File: src/rtl/swr_pkg.sv
package swr_pkg;
  localparam int WORD_W   = 16;
  localparam int ERR_W    = 3;
  localparam int ERR_SYNC = 0;
  localparam int ERR_MAN  = 1;
  localparam int ERR_PAR  = 2;

  typedef enum logic [1:0] {
    ST_HUNT  = 2'd0,
    ST_SYNC2 = 2'd1,
    ST_BITS  = 2'd2
  } rx_state_e;

  typedef struct packed {
    logic              is_cmd;
    logic [WORD_W-1:0] data;
  } rx_word_t;
endpackage

File: src/rtl/swr_sync_in.sv
module swr_sync_in #(
  parameter int   STAGES  = 2,
  parameter logic RST_LVL = 1'b0
) (
  input  logic clk,
  input  logic rst_n,
  input  logic d,
  output logic q
);
  logic [STAGES-1:0] stage;

  always_ff @(posedge clk or negedge rst_n) begin
    if (!rst_n) stage[0] <= RST_LVL;
    else        stage[0] <= d;
  end

  for (genvar i = 1; i < STAGES; i++) begin : g_stage
    always_ff @(posedge clk or negedge rst_n) begin
      if (!rst_n) stage[i] <= RST_LVL;
      else        stage[i] <= stage[i-1];
    end
  end

  assign q = stage[STAGES-1];
endmodule

File: src/rtl/swr_run_meter.sv
module swr_run_meter #(
  parameter int SYNC_MIN = 20,
  parameter int SYNC_MAX = 28
) (
  input  logic clk,
  input  logic rst_n,
  input  logic ln,
  input  logic restart,
  output logic sync_hit
);
  localparam int RUN_W = $clog2(SYNC_MAX + 1) + 1;

  logic             ln_q;
  logic [RUN_W-1:0] run_len;
  logic             edge_seen;

  assign edge_seen = (ln != ln_q);
  assign sync_hit  = edge_seen
                   && (run_len >= RUN_W'(SYNC_MIN))
                   && (run_len <= RUN_W'(SYNC_MAX));

  always_ff @(posedge clk or negedge rst_n) begin
    if (!rst_n) begin
      ln_q    <= 1'b0;
      run_len <= '1;
    end else begin
      ln_q <= ln;
      if (restart)             run_len <= '0;
      else if (edge_seen)      run_len <= RUN_W'(1);
      else if (run_len != '1)  run_len <= run_len + RUN_W'(1);
    end
  end
endmodule

File: src/rtl/swr_frame.sv
module swr_frame
  import swr_pkg::*;
#(
  parameter int SPB       = 16,
  parameter int SYNC_NOM  = 24,
  parameter int SYNC2_MIN = 20
) (
  input  logic             clk,
  input  logic             rst_n,
  input  logic             ln,
  input  logic             sync_hit,
  output logic             word_end,
  output logic             done_o,
  output rx_word_t         word_o,
  output logic [ERR_W-1:0] err_o
);
  localparam int HALF    = SPB / 2;
  localparam int S1_AT   = HALF / 2;
  localparam int S2_AT   = HALF + HALF / 2;
  localparam int CNT_MAX = (SYNC_NOM > SPB) ? SYNC_NOM : SPB;
  localparam int CNT_W   = $clog2(CNT_MAX);
  localparam int IDX_W   = $clog2(WORD_W + 1);

  rx_state_e         st;
  logic [CNT_W-1:0]  cnt;
  logic [IDX_W-1:0]  idx;
  logic              s1;
  logic              exp_lvl;
  logic              is_cmd;
  logic [WORD_W-1:0] shreg;
  logic [WORD_W:0]   shnext;
  logic              cell_end;

  assign shnext   = {shreg, s1};
  assign cell_end = (st == ST_BITS) && (cnt == CNT_W'(SPB - 1));
  assign word_end = cell_end && (idx == IDX_W'(WORD_W));

  always_ff @(posedge clk or negedge rst_n) begin
    if (!rst_n) begin
      st      <= ST_HUNT;
      cnt     <= '0;
      idx     <= '0;
      s1      <= 1'b0;
      exp_lvl <= 1'b0;
      is_cmd  <= 1'b0;
      shreg   <= '0;
      done_o  <= 1'b0;
      word_o  <= '0;
      err_o   <= '0;
    end else begin
      done_o <= 1'b0;
      err_o  <= '0;
      case (st)
        ST_HUNT: begin
          if (sync_hit) begin
            st      <= ST_SYNC2;
            cnt     <= CNT_W'(1);
            exp_lvl <= ln;
            is_cmd  <= ~ln;
          end
        end
        ST_SYNC2: begin
          if ((ln != exp_lvl) && (cnt < CNT_W'(SYNC2_MIN))) begin
            err_o[ERR_SYNC] <= 1'b1;
            st              <= ST_HUNT;
          end else if (cnt == CNT_W'(SYNC_NOM - 1)) begin
            st  <= ST_BITS;
            cnt <= '0;
            idx <= '0;
          end else begin
            cnt <= cnt + CNT_W'(1);
          end
        end
        ST_BITS: begin
          if (cnt == CNT_W'(S1_AT)) s1 <= ln;
          if ((cnt == CNT_W'(S2_AT)) && (ln == s1)) begin
            err_o[ERR_MAN] <= 1'b1;
            st             <= ST_HUNT;
          end else if (cell_end) begin
            shreg <= shnext[WORD_W-1:0];
            cnt   <= '0;
            if (word_end) begin
              st <= ST_HUNT;
              if (^shnext) begin
                done_o        <= 1'b1;
                word_o.is_cmd <= is_cmd;
                word_o.data   <= shnext[WORD_W:1];
              end else begin
                err_o[ERR_PAR] <= 1'b1;
              end
            end else begin
              idx <= idx + IDX_W'(1);
            end
          end else begin
            cnt <= cnt + CNT_W'(1);
          end
        end
        default: st <= ST_HUNT;
      endcase
    end
  end
endmodule

File: src/rtl/swr_out.sv
module swr_out
  import swr_pkg::*;
(
  input  logic              clk,
  input  logic              rst_n,
  input  logic              done_i,
  input  rx_word_t          word_i,
  input  logic [ERR_W-1:0]  err_i,
  input  logic              out_ready,
  input  logic              err_clr,
  output logic              out_valid,
  output rx_word_t          out_word,
  output logic              word_stb,
  output logic              err_stb,
  output logic [ERR_W-1:0]  err_code
);
  logic accept;

  assign accept = done_i && (!out_valid || out_ready);

  always_ff @(posedge clk or negedge rst_n) begin
    if (!rst_n) begin
      out_valid <= 1'b0;
      out_word  <= '0;
      word_stb  <= 1'b0;
      err_stb   <= 1'b0;
      err_code  <= '0;
    end else begin
      word_stb <= accept;
      err_stb  <= |err_i;
      err_code <= (err_clr ? '0 : err_code) | err_i;
      if (accept) begin
        out_valid <= 1'b1;
        out_word  <= word_i;
      end else if (out_ready) begin
        out_valid <= 1'b0;
      end
    end
  end
endmodule

File: src/rtl/serial_word_rx.sv
module serial_word_rx
  import swr_pkg::*;
#(
  parameter int SPB       = 16,
  parameter int IN_STAGES = 2
) (
  input  logic              clk,
  input  logic              rst_n,
  input  logic              rx_line,
  input  logic              rx_ready,
  input  logic              err_clr,
  output logic              rx_valid,
  output logic [WORD_W-1:0] rx_data,
  output logic              rx_is_cmd,
  output logic              word_stb,
  output logic              err_stb,
  output logic [ERR_W-1:0]  err_code
);
  localparam int SYNC_NOM = 3 * SPB / 2;
  localparam int SYNC_TOL = SPB / 4;
  localparam int SYNC_MIN = SYNC_NOM - SYNC_TOL;
  localparam int SYNC_MAX = SYNC_NOM + SYNC_TOL;

  logic             ln;
  logic             sync_hit;
  logic             word_end;
  logic             done;
  rx_word_t         word;
  logic [ERR_W-1:0] err;
  rx_word_t         out_word;

  swr_sync_in #(.STAGES(IN_STAGES), .RST_LVL(1'b0)) u_sync (
    .clk(clk), .rst_n(rst_n), .d(rx_line), .q(ln)
  );

  swr_run_meter #(.SYNC_MIN(SYNC_MIN), .SYNC_MAX(SYNC_MAX)) u_run (
    .clk(clk), .rst_n(rst_n), .ln(ln), .restart(word_end), .sync_hit(sync_hit)
  );

  swr_frame #(.SPB(SPB), .SYNC_NOM(SYNC_NOM), .SYNC2_MIN(SYNC_MIN)) u_frame (
    .clk(clk), .rst_n(rst_n), .ln(ln), .sync_hit(sync_hit),
    .word_end(word_end), .done_o(done), .word_o(word), .err_o(err)
  );

  swr_out u_out (
    .clk(clk), .rst_n(rst_n), .done_i(done), .word_i(word), .err_i(err),
    .out_ready(rx_ready), .err_clr(err_clr), .out_valid(rx_valid),
    .out_word(out_word), .word_stb(word_stb), .err_stb(err_stb),
    .err_code(err_code)
  );

  assign rx_data   = out_word.data;
  assign rx_is_cmd = out_word.is_cmd;
endmodule

File: config.mk
export PLATFORM = sky130hd
export DESIGN_NAME = serial_word_rx
export DESIGN_NICKNAME = d
export VERILOG_FILES = /design/src/rtl/swr_pkg.sv /design/src/rtl/swr_sync_in.sv /design/src/rtl/swr_run_meter.sv /design/src/rtl/swr_frame.sv /design/src/rtl/swr_out.sv /design/src/rtl/serial_word_rx.sv
export SDC_FILE = /design/constraint.sdc
export NUM_CORES = 1
export LEC_CHECK = 0
export CORE_MARGIN = 2
export CORE_UTILIZATION = 54
export CTS_BUF_LIST = sky130_fd_sc_hd__clkbuf_2
export CTS_CLUSTER_SIZE = 12
export DETAILED_ROUTE_END_ITERATION = 8
export DONT_BUFFER_PORTS = 1
export GPL_TIMING_DRIVEN = 0
export HOLD_SLACK_MARGIN = 0.12
export PLACE_DENSITY = 0.74
export REMOVE_ABC_BUFFERS = 1
export SYNTH_ARGS = -nofsm -noshare
export SYNTH_HDL_FRONTEND = slang
export SYNTH_HIERARCHICAL = 1
export SYNTH_SLANG_ARGS = --single-unit
File: constraint.sdc
create_clock -name clk -period 4.1 [get_ports clk]
set_input_delay 0 -clock clk [delete_from_list [all_inputs] [get_ports clk]]
set_output_delay 0 -clock clk [all_outputs]
set_load 0.03 [all_outputs]
==> results of run 1 <==
-- power breakdown --
group	switching, W	total [W]	internal, W
Combinational	0.000190	0.000322	0.000131
Sequential	0.0000667	0.000953	0.000886
Clock	0.000292	0.000438	0.000145
-- synth_stat cells (3+ instances only) --
| cell | number |
|---|---|
| sky130_fd_sc_hd__a21oi_1 | 4 |
| sky130_fd_sc_hd__dfrtp_1 | 78 |
| sky130_fd_sc_hd__nand2b_1 | 3 |
| sky130_fd_sc_hd__ha_1 | 10 |
| sky130_fd_sc_hd__o21ai_0 | 12 |
| sky130_fd_sc_hd__xnor2_1 | 10 |
| sky130_fd_sc_hd__mux2_2 | 37 |
| sky130_fd_sc_hd__a21o_1 | 3 |
| sky130_fd_sc_hd__or3_1 | 4 |
| sky130_fd_sc_hd__xor2_1 | 4 |
| sky130_fd_sc_hd__nor2_1 | 11 |
| sky130_fd_sc_hd__nand2_1 | 19 |
| sky130_fd_sc_hd__nand3_1 | 15 |
| sky130_fd_sc_hd__mux2_4 | 18 |
| sky130_fd_sc_hd__inv_1 | 17 |
| sky130_fd_sc_hd__dfstp_2 | 6 |
| sky130_fd_sc_hd__nor3b_1 | 3 |
| sky130_fd_sc_hd__nor3_1 | 3 |
-- what timing repair did --
| item | CTS | global route |
|---|---|---|
| resized for setup | 0 | 0 |
| buffers inserted | 0 | 0 |
| hold buffers | 8 | 0 |
| hold endpoints to repair | 107 | 0 |
-- sequential cells by signal, summed over array words and instances (netlist names) --
| register | count |
|---|---|
| u_frame/exp_lvl | 1 |
| u_frame/shreg | 16 |
| u_frame/st | 2 |
| u_sync/q | 1 |
| u_frame/is_cmd | 1 |
| u_frame/s1 | 1 |
| u_out/word_stb | 1 |
| u_run/run_len | 6 |
| u_frame/idx | 5 |
| u_run/ln_q | 1 |
| u_sync/stage | 1 |
| u_out/out_word | 17 |
| u_frame/word_o | 17 |
| u_out/out_valid | 1 |
| u_out/err_stb | 1 |
| u_frame/done_o | 1 |
| u_frame/err_o | 3 |
| u_frame/cnt | 5 |
| u_out/err_code | 3 |
-- final cells by class --
class	instances	area, sq um	area share [%]
clock inverters	7	73.8	1.76
multi-input cells	192	1670	39.7
well taps	96	120	2.86
inverters	17	63.8	1.52
flip-flops and latches	84	2110	50.3
clock buffers	9	45.0	1.07
repair buffers	8	115	2.75
-- critical path: cells and delay by family (launching register included) --
kind                       cells  cell delay [ns]
and+or+nand+nor                3             1.30
muxes                          2             0.63
adders and majority gates      1             0.45
DFF                            1             0.44
buffers and inverters          1             0.09
-- final timing paths --
kind,start,end,slack [ns],cells past startpoint
worst max-delay path,u_frame/st[0],u_frame/word_o[5],1.10,7
worst min-delay path,err_clr,u_out/err_code[2],0.23,3
worst max register to register,u_frame/st[0],u_frame/word_o[5],1.10,7
worst min register to register,u_sync/stage[0],u_sync/q,0.38,0
max in group asynchronous,rst_n,u_frame/idx[1],3.12,4
min in group asynchronous,rst_n,u_run/run_len[0],0.60,3
-- kinds of logic (layout without fill, tap and decap cells) --
kind of cell / after synthesis / after routing / share of synthesized area [%]
flops: 84 / 84 / 54.2
simple gates: 81 / 81 / 11.9
mux: 57 / 57 / 18.5
compound gates: 27 / 27 / 4.41
buf+inv: 22 / 41 / 2.99
xor+xnor: 17 / 17 / 4.76
fa+ha+maj: 10 / 10 / 3.22
-- routing by layer --
metal / part of all wire (%) / up-vias / wire, microns / GRT usage, %
met4: 1.6 / 0 / 92 / 7.30
met1: 48 / 1103 / 2840 / 21.9
met2: 47 / 42 / 2750 / 27.0
met3: 3.6 / 7 / 211 / 4.71
li1: - / 1079 / - / -
met5: 0 / - / 0 / 0
-- stage by stage --
step           setup WS [ns]  cells  total power, W  utilization [%]  area [sq um]
6_report                1.10    413         0.00171             61.0          4190
5_1_grt                0.850    413         0.00182             61.0          4190
4_1_cts                 1.11    413         0.00173             61.0          4190
3_5_place_dp            1.14    389         0.00126             57.6          3960
3_3_place_gp            1.22    389         0.00124             57.6          3960
2_1_floorplan           1.69    293         0.00119                -          3840
==> summary.txt, run 1 <==
Global routing
  – Pin count of the biggest net entering global routing: approximately 80
  – Via count of the first global-routing pass: about 2200
  – Grt total ovfl: 0
  – Number of antenna violations at the first check in global routing: 0
  – Wire length of the first global-routing pass: between 10000 and 15000 microns
  – Gr usage total: 17.0%

Placement
  – Final RePlAce weighted congestion: 0.846
  – HPWL reported at the end of detailed placement: 3820 microns
  – Count of port buffers added during placement: 0

Critical path
  – Critical path required time: roughly 4.5 ns
  – Startpoint type of the worst setup path: register
  – Crit path kind: register to register
  – Cell with the largest stage delay on the worst path: sky130_fd_sc_hd__nor3_1
  – Cell breakdown of the critical path: inv_1 -> ha_1 -> nand2_1 -> nor3_1 -> nor3b_2 -> mux2i_4 -> mux2_4
  – CP max stage delay: approximately 0.75 ns
  – Endpoint type of the worst setup path: register
  – Worst endpoint data arrival time: approximately 3.4 ns
  – Highest net fanout along the worst path: 18

Floorplanning
  – X dimension of the die: between 80 and 90 microns
  – Row count: 30
  – Die area: 7900 sq um
  – Initial cell density of the core: 56.6%
  – Top Ports: 28
  – Die height: slightly below 90 microns
  – Total core area: 6870 sq um

Timing
  – Final sum of negative setup slack: 0 ns
  – Max Transition Viols Final: 0
  – Slew at the pin closest to its max-slew limit: around 1.3 ns
  – Max_slew headroom: between 10% and 20%
  – Maximum achievable frequency: 0.333 GHz
  – Final min period: about 3.0 ns
  – Setup repair after global routing missed its margin: no
  – Final cycle utilization of the critical path: approximately three quarters
  – Number of endpoints with negative hold slack in the final report: 0
  – Setup skew after layout: between 0.03 and 0.04 ns
  – Number of endpoints failing setup at the final stage: 0
  – Worst hold slack: ~0.23 ns

CTS
  – Number of clock buffers inserted by TritonCTS: 9
  – Root Buffer Master: sky130_fd_sc_hd__clkbuf_2
  – Number of buffers on the longest clock path: 2
  – TritonCTS clock tree: built
  – Clk pin slew, worst setup/hold paths: about 0.22 ns
  – TritonCTS sink count: 84
  – H-tree level count: 3
  – Insertion delay of the later-clocked pin in the worst-skew pair: ~0.53 ns

Cells and area
  – Commonest non-fill, non-tap cell in the layout: sky130_fd_sc_hd__dfrtp_1
  – Filler cells: about 500
  – Fraction of final layout cells with drive strength greater than 1: 29.0%
  – Net count of the finished layout: 327
  – Number of inserted diodes: 0
  – Most frequent cells in the layout: 78 x sky130_fd_sc_hd__dfrtp_1, 37 x sky130_fd_sc_hd__mux2_2, 19 x sky130_fd_sc_hd__nand2_1
  – Layout overhead on the synthesized area: 7.75%

Routing
  – Vias per std cell: ~5.4
  – Average wire per cell in the routed design: between 10 and 15 microns
  – Final antenna-violating net count: 0
  – 1st-iter DRT viols: between 60 and 70
  – Total wirelength of the detailed-routed design: ~5900 microns
  – Via total after detailed routing: 2231
  – DRC violation count after routing: 0
  – DRT Pass-1 Iters: 4

Power
  – Power per cell area: ~410 nW/um^2
  – LEAKAGE: about 2.1 nW
  – Peak ir drop on the vdd network: around 270 uV

Synthesis
  – Share of Yosys cell area claimed by the top area cell type: between 50% and 60%
  – Most used flip-flop cell after synthesis: sky130_fd_sc_hd__dfrtp_1
  – Number of cells produced by synthesis: just under 300
  – EDFF count, synth: 0
  – Synthesis warning total: 6
  – Largest cells by area after synthesis: sky130_fd_sc_hd__dfrtp_1 50%, sky130_fd_sc_hd__mux2_2 11%, sky130_fd_sc_hd__mux2_4 6.9%, sky130_fd_sc_hd__dfstp_2 4.1%, sky130_fd_sc_hd__ha_1 3.2%
  – Sequential fraction of the synthesis area: a little over half
  – Average instance area after synthesis: 13.1 sq um
  – Synthesis-stage register bit count: between 80 and 90
  – Cell area after synthesis: slightly below 4000 sq um
  – Async S/R FF share, synth: between 90% and 100%
  – Post-synth cell types: 51
  – Library cell occupying the most area in the post-synthesis netlist: sky130_fd_sc_hd__dfrtp_1

Hold path
  – Hold Path Class: input port to register

Job
  – Max-capacitance violation count: 0

Status
  – Status: finished clean
(Power assumes the default switching activity.)
==> run 2, diff against run 1 <==
--- a/config.mk
+++ b/config.mk
@@ -13,7 +13,7 @@
 export DONT_BUFFER_PORTS = 1
 export GPL_TIMING_DRIVEN = 0
 export HOLD_SLACK_MARGIN = 0.12
-export PLACE_DENSITY = 0.74
+export PLACE_DENSITY = 0.77
 export REMOVE_ABC_BUFFERS = 1
 export SYNTH_ARGS = -nofsm -noshare
 export SYNTH_HDL_FRONTEND = slang
==> constraint.sdc (replaced) <==
create_clock -name clk -period 2.52 [get_ports clk]
set_input_delay 0 -clock clk [delete_from_list [all_inputs] [get_ports clk]]
set_output_delay 0 -clock clk [all_outputs]
set_load 0.03 [all_outputs]
==> summary.txt, run 2 (synthesis gave the netlist of run 1 again) <==
Critical path
  – Cell breakdown of the critical path: ha_1 -> and3_1 -> ha_1 -> nand2_2 -> o32a_1 -> nand4_4 -> or4b_2 -> nand3_1
  – CP max stage delay: 0.67 ns
  – Critical path required time: 3.00 ns
  – Crit path kind: register to register
  – Endpoint type of the worst setup path: register
  – Number of buffers and inverters on the critical path: 0
  – Highest net fanout along the worst path: 10
  – Critical Path Most Common Cell: sky130_fd_sc_hd__ha_1
  – Worst endpoint data arrival time: 2.92 ns
  – Startpoint type of the worst setup path: register
  – CP top delay family: simple AND/OR/NAND/NOR gates
  – Cell with the largest stage delay on the worst path: sky130_fd_sc_hd__or4b_2

Timing
  – Number of endpoints with negative hold slack in the final report: 0
  – Final min period: 2.44 ns
  – Max_slew headroom: a little under half
  – Final sum of negative setup slack: 0 ns
  – Number of endpoints failing setup at the final stage: 0
  – Final cycle utilization of the critical path: approximately 97%
  – Max Transition Viols Final: 0
  – Setup skew after layout: 0.0169 ns
  – Maximum achievable frequency: a little over 0.4 GHz
  – Slew at the pin closest to its max-slew limit: 0.796 ns

CTS
  – Number of clock buffers inserted by TritonCTS: 9
  – Number of buffers on the longest clock path: 2
  – TritonCTS sink count: 84
  – Insertion delay of the later-clocked pin in the worst-skew pair: 0.53 ns
  – TritonCTS clock tree: built
  – Root Buffer Master: sky130_fd_sc_hd__clkbuf_2
  – Clk pin slew, worst setup/hold paths: roughly 0.22 ns
  – H-tree level count: 3

Global routing
  – Pin count of the biggest net entering global routing: 85
  – Number of antenna violations at the first check in global routing: 0
  – Wire length of the first global-routing pass: 10300 microns
  – Grt total ovfl: 0
  – Via count of the first global-routing pass: approximately 2200
  – Gr usage total: 17.3%

Placement
  – Placed standard-cell area: a little under 4000 sq um
  – Cells after DPL: approximately 400
  – HPWL reported at the end of detailed placement: around 4000 microns
  – Final RePlAce weighted congestion: roughly 0.87
  – Count of port buffers added during placement: 0

Power
  – Power Internal: approximately 0.0019 W
  – Pwr Total: ~0.0028 W
  – Part of the power in the clock network: ~25%
  – Power per cell area: approximately 660 nW/um^2
  – Switching pwr: 0.000915 W
  – Switching fraction of total power: about 33%
  – Peak ir drop on the vdd network: 378 uV
  – LEAKAGE: about 2.1 nW
  – Relative contribution of combinational cells to total power: between 10% and 20%
  – Share of total power in sequential cells: 55.4%

Cells and area
  – Post-layout utilization of the core: just over 60%
  – Net count of the finished layout: about 330
  – Post-route design area: 4240 sq um
  – Commonest non-fill, non-tap cell in the layout: sky130_fd_sc_hd__dfrtp_1
  – Number of inserted diodes: 0
  – Fraction of final layout cells with drive strength greater than 1: 31.3%
  – Layout overhead on the synthesized area: 8.94%
  – Largest registers: u_frame/word_o: 17 flops, u_out/out_word: 17 flops, u_frame/shreg: 16 flops
  – Non-filler cells, final: approximately 420
  – Most frequent cells in the layout: 78 x sky130_fd_sc_hd__dfrtp_1, 37 x sky130_fd_sc_hd__mux2_2, 18 x sky130_fd_sc_hd__nand2_1, 18 x sky130_fd_sc_hd__mux2_4, 17 x sky130_fd_sc_hd__inv_1

Floorplanning
  – Row count: 30
  – Die height: about 89 microns
  – Total core area: 6870 sq um
  – Die area: ~8000 sq um
  – X dimension of the die: roughly 89 microns
  – Top Ports: 28
  – Initial cell density of the core: roughly 57%

Routing
  – Total wirelength of the detailed-routed design: approximately 6200 microns
  – Average wire per cell in the routed design: about 15 microns
  – DRC violation count after routing: 0
  – Vias per std cell: roughly 5.5
  – Via total after detailed routing: 2263
  – DRT Pass-1 Iters: 4
  – 1st-iter DRT viols: approximately 100
  – Final antenna-violating net count: 0

Status
  – Status: finished clean

Job
  – Max-capacitance violation count: 0

Hold path
  – Hold Path Class: input port to register
## run 2: routing by layer
layer  track usage (%)  wire length [microns]  vias up
li1                  -                      -     1074
met1              22.2                   2830     1133
met2              27.1                   3100       48
met3              5.36                    215        8
met4              7.58                     86        0
met5                 0                      0        -
## run 2: repair_timing
item                                    in CTS  in global routing
endpoints found under the hold margin      107                  0
hold buffers                                 7                  0
resized for setup                            4                  4
buffers inserted                             2                  1
pin swaps                                    0                  1
endpoints found under the setup margin      38                 21
## run 2: worst paths after layout
| path | endpoint | depth (start not counted) | startpoint | slack [ns] |
|---|---|---|---|---|
| hold / removal | u_out/err_code[0] | 3 | err_clr | 0.21 |
| max in group asynchronous | u_run/run_len[2] | 3 | rst_n | 1.61 |
| min in group asynchronous | u_out/out_word[1] | 3 | rst_n | 0.54 |
| hold reg to reg | u_sync/q | 0 | u_sync/stage[0] | 0.39 |
| setup / recovery | u_frame/idx[4] | 8 | u_frame/cnt[0] | 0.08 |
| setup reg to reg | u_frame/idx[4] | 8 | u_frame/cnt[0] | 0.08 |
## run 2: worst register-to-register path, delay by kind of cell, from the launching register on
family | cells | cell delay [ns]
adder cells (fa/ha/maj) | 2 | 0.47
flip-flops | 1 | 0.46
AND/OR/NAND/NOR | 5 | 1.27
AO/OA/AOI/OAI | 1 | 0.22
## run 2: cell type report
class                           instances  area (sq um)
Clock buffer                            9          45.0
Clock inverter                          7          75.1
Fill cell                             509          2630
Inverter                               17          63.8
Multi-Input combinational cell        192          1700
Sequential cell                        84          2110
Tap cell                               96           120
Timing Repair Buffer                   10           123
## run 2: power by group through the flow
stage          Sequential [W]  Combinational [W]  Clock [W]
6_report              0.00156           0.000553   0.000701
5_1_grt               0.00157           0.000620   0.000791
2_1_floorplan         0.00155           0.000379          0
3_3_place_gp          0.00157           0.000457          0
3_5_place_dp          0.00158           0.000480          0
4_1_cts               0.00155           0.000528   0.000734
## run 2: metrics by stage
| step | setup slack (ns) | hold WS [ns] |
|---|---|---|
| 6_report | 0.0756 | 0.211 |
| 5_1_grt | -0.0624 | 0.153 |
| 4_1_cts | 0.0175 | 0.152 |
| 3_5_place_dp | -0.455 | -0.293 |
| 3_3_place_gp | -0.334 | -0.293 |
| 2_1_floorplan | 0.106 | -0.296 |
==> run 3, diff against run 2 <==
--- a/config.mk
+++ b/config.mk
@@ -6,14 +6,14 @@
 export NUM_CORES = 1
 export LEC_CHECK = 0
 export CORE_MARGIN = 2
-export CORE_UTILIZATION = 54
+export CORE_UTILIZATION = 40
 export CTS_BUF_LIST = sky130_fd_sc_hd__clkbuf_2
 export CTS_CLUSTER_SIZE = 12
 export DETAILED_ROUTE_END_ITERATION = 8
 export DONT_BUFFER_PORTS = 1
 export GPL_TIMING_DRIVEN = 0
 export HOLD_SLACK_MARGIN = 0.12
-export PLACE_DENSITY = 0.77
+export PLACE_DENSITY = 0.61
 export REMOVE_ABC_BUFFERS = 1
 export SYNTH_ARGS = -nofsm -noshare
 export SYNTH_HDL_FRONTEND = slang
==> summary.txt, run 3 (synthesis gave the netlist of run 1 again) <==
Critical path
  – Startpoint type of the worst setup path: register
  – Critical R2R Capture: u_frame/idx[4]
  – Highest net fanout along the worst path: 6
  – Cell with the largest stage delay on the worst path: sky130_fd_sc_hd__or4b_2
  – Launching element of the worst setup path: u_frame/cnt[0]
  – R2R Path Start: u_frame/cnt[0]
  – Critical path required time: approximately 3.0 ns
  – Path depth of the worst reg2reg path: 8
  – Crit path kind: register to register
  – Cell breakdown of the critical path: ha_1 -> and3_1 -> ha_1 -> nand2_2 -> o32a_1 -> nand4_4 -> or4b_2 -> nand3_1
  – Endpoint type of the worst setup path: register
  – Minimum setup slack among reg-to-reg paths: roughly 0.13 ns
  – CP max stage delay: between 0.6 and 0.7 ns
  – Worst endpoint data arrival time: about 2.9 ns
  – Critical Path Most Common Cell: sky130_fd_sc_hd__ha_1
  – Number of buffers and inverters on the critical path: 0
  – CP top delay family: simple AND/OR/NAND/NOR gates

Timing
  – Final min period: around 2.4 ns
  – Final sum of negative setup slack: 0 ns
  – Maximum achievable frequency: approximately 0.42 GHz
  – Max_slew headroom: 45.4%
  – Setup repair after global routing missed its margin: no
  – Slew at the pin closest to its max-slew limit: between 0.8 and 0.9 ns
  – Setup skew after layout: ~0.035 ns
  – Number of endpoints with negative hold slack in the final report: 0
  – Number of endpoints failing setup at the final stage: 0
  – Final cycle utilization of the critical path: about 95%
  – Max Transition Viols Final: 0
  – Crit path setup slack, layout: 0.131 ns

Cells and area
  – Net count of the finished layout: ~340
  – Most frequent cells in the layout: 78 x sky130_fd_sc_hd__dfrtp_1, 37 x sky130_fd_sc_hd__mux2_2, 18 x sky130_fd_sc_hd__nand2_1, 18 x sky130_fd_sc_hd__mux2_4, 17 x sky130_fd_sc_hd__inv_1
  – Number of inserted diodes: 0
  – Area taken by flip-flops and latches: 2110 sq um
  – Non-filler cells, final: between 400 and 500
  – Layout overhead on the synthesized area: 11.6%
  – Commonest non-fill, non-tap cell in the layout: sky130_fd_sc_hd__dfrtp_1
  – Filler cells: 820
  – Largest registers: u_frame/word_o: 17 flops, u_out/out_word: 17 flops, u_frame/shreg: 16 flops
  – Post-layout utilization of the core: around 47%
  – Fraction of final layout cells with drive strength greater than 1: 32.6%
  – Post-route design area: 4340 sq um
  – Area occupied by multi-input gates: about 1700 sq um

Floorplanning
  – Initial cell density of the core: between 40% and 50%
  – Total core area: approximately 9300 sq um
  – Die area: about 11000 sq um
  – Die height: between 100 and 150 microns
  – Top Ports: 28
  – Row count: 35
  – X dimension of the die: 103 microns

Power
  – Power per cell area: 685 nW/um^2
  – Peak ir drop on the vdd network: ~260 uV
  – Switching pwr: roughly 0.00093 W
  – LEAKAGE: ~2.1 nW
  – Share of total power in sequential cells: between 50 and 60%
  – Switching fraction of total power: 31.4%
  – Part of the power in the clock network: between 20% and 30%
  – Relative contribution of combinational cells to total power: between 10% and 20%
  – Power Internal: 0.00204 W

Status
  – Status: finished clean

Global routing
  – Number of antenna violations at the first check in global routing: 0
  – GR met1 Demand/Resource: between 15 and 20%
  – Pin count of the biggest net entering global routing: between 80 and 90
  – Grt total ovfl: 0
  – GR peak layer: met2
  – Via count of the first global-routing pass: about 2200
  – Met2 track demand over resource in global routing: between 10% and 20%
  – Gr usage total: around an eighth
  – Wire length of the first global-routing pass: 10300 microns
  – Met3 Track Usage GR: 4.34%

Hold path
  – Worst hold path startpoint: err_clr
  – Hold Path Class: input port to register
  – End point of the most critical hold path: u_out/err_code[2]
  – Cells on Worst Hold Path: 3

CTS
  – Insertion delay of the later-clocked pin in the worst-skew pair: roughly 0.56 ns
  – TritonCTS sink count: 84
  – H-tree level count: 3
  – Root Buffer Master: sky130_fd_sc_hd__clkbuf_2
  – Number of clock buffers inserted by TritonCTS: 9
  – TritonCTS clock tree: built
  – Number of buffers on the longest clock path: 2
  – Clk pin slew, worst setup/hold paths: approximately 0.25 ns

Placement
  – Count of port buffers added during placement: 0
  – Cells after DPL: 422
  – Final RePlAce weighted congestion: around 0.84
  – Placed standard-cell area: 4000 sq um
  – HPWL reported at the end of detailed placement: between 3000 and 4000 microns
  – Placement Setup Slack: -0.484 ns

Routing
  – Average wire per cell in the routed design: between 10 and 15 microns
  – DRC violation count after routing: 0
  – Vias per std cell: approximately 5
  – Total wirelength of the detailed-routed design: between 6000 and 7000 microns
  – DRT Pass-1 Iters: 4
  – Via total after detailed routing: between 2000 and 2500
  – 1st-iter DRT viols: 125
  – Final antenna-violating net count: 0

Job
  – Max-capacitance violation count: 0
[run 3: how the worst max path moves through the flow]
stage	to	cells after the start
after floorplan	u_frame/word_o[10]	8
after global placement	u_frame/word_o[11]	7
after detailed placement	u_frame/word_o[11]	7
after CTS	u_frame/idx[4]	8
after global routing	u_frame/shreg[6]	6
final	u_frame/idx[4]	8
[run 3: power by group through the flow]
stage | clock [W] | sequential, W | combinational, W
2_1_floorplan | 0 | 0.00155 | 0.000379
3_3_place_gp | 0 | 0.00157 | 0.000465
3_5_place_dp | 0 | 0.00157 | 0.000473
4_1_cts | 0.000879 | 0.00155 | 0.000535
5_1_grt | 0.000934 | 0.00157 | 0.000670
6_report | 0.000838 | 0.00155 | 0.000584
[run 3: layout make-up]
| type | count | area share, % |
|---|---|---|
| Timing Repair Buffer | 16 | 3.57 |
| Sequential cell | 84 | 48.6 |
| Clock buffer | 9 | 1.04 |
| Tap cell | 129 | 3.72 |
| Multi-Input combinational cell | 192 | 39.2 |
| Inverter | 17 | 1.47 |
| Clock inverter | 7 | 2.39 |
[run 3: worst register-to-register path: cells and delay by family, from the launching register on]
family                   cells  cell delay, ns
AND/OR/NAND/NOR              5            1.22
flip-flops                   1            0.46
adder cells (fa/ha/maj)      2            0.45
AO/OA/AOI/OAI                1            0.20
[run 3: what timing repair did]
action                                  4_1_cts  5_1_grt
endpoints found under the hold margin       107        0
endpoints found under the setup margin       38       31
pin swaps                                     0        2
resized for setup                             5        3
hold buffers                                  7        0
setup buffers                                 4        5
[run 3: metrics by stage]
stage / hold slack (ns) / total power (W)
4_1_cts: 0.173 / 0.00297
2_1_floorplan: -0.296 / 0.00193
3_3_place_gp: -0.292 / 0.00203
3_5_place_dp: -0.291 / 0.00205
5_1_grt: 0.197 / 0.00317
6_report: 0.212 / 0.00297
[run 3: layer usage]
layer  vias to the layer above  routed length, microns
met4                         0                     102
met3                         8                     199
met2                        31                    2800
li1                       1090                       -
met1                      1113                    3050
met5                         -                       0
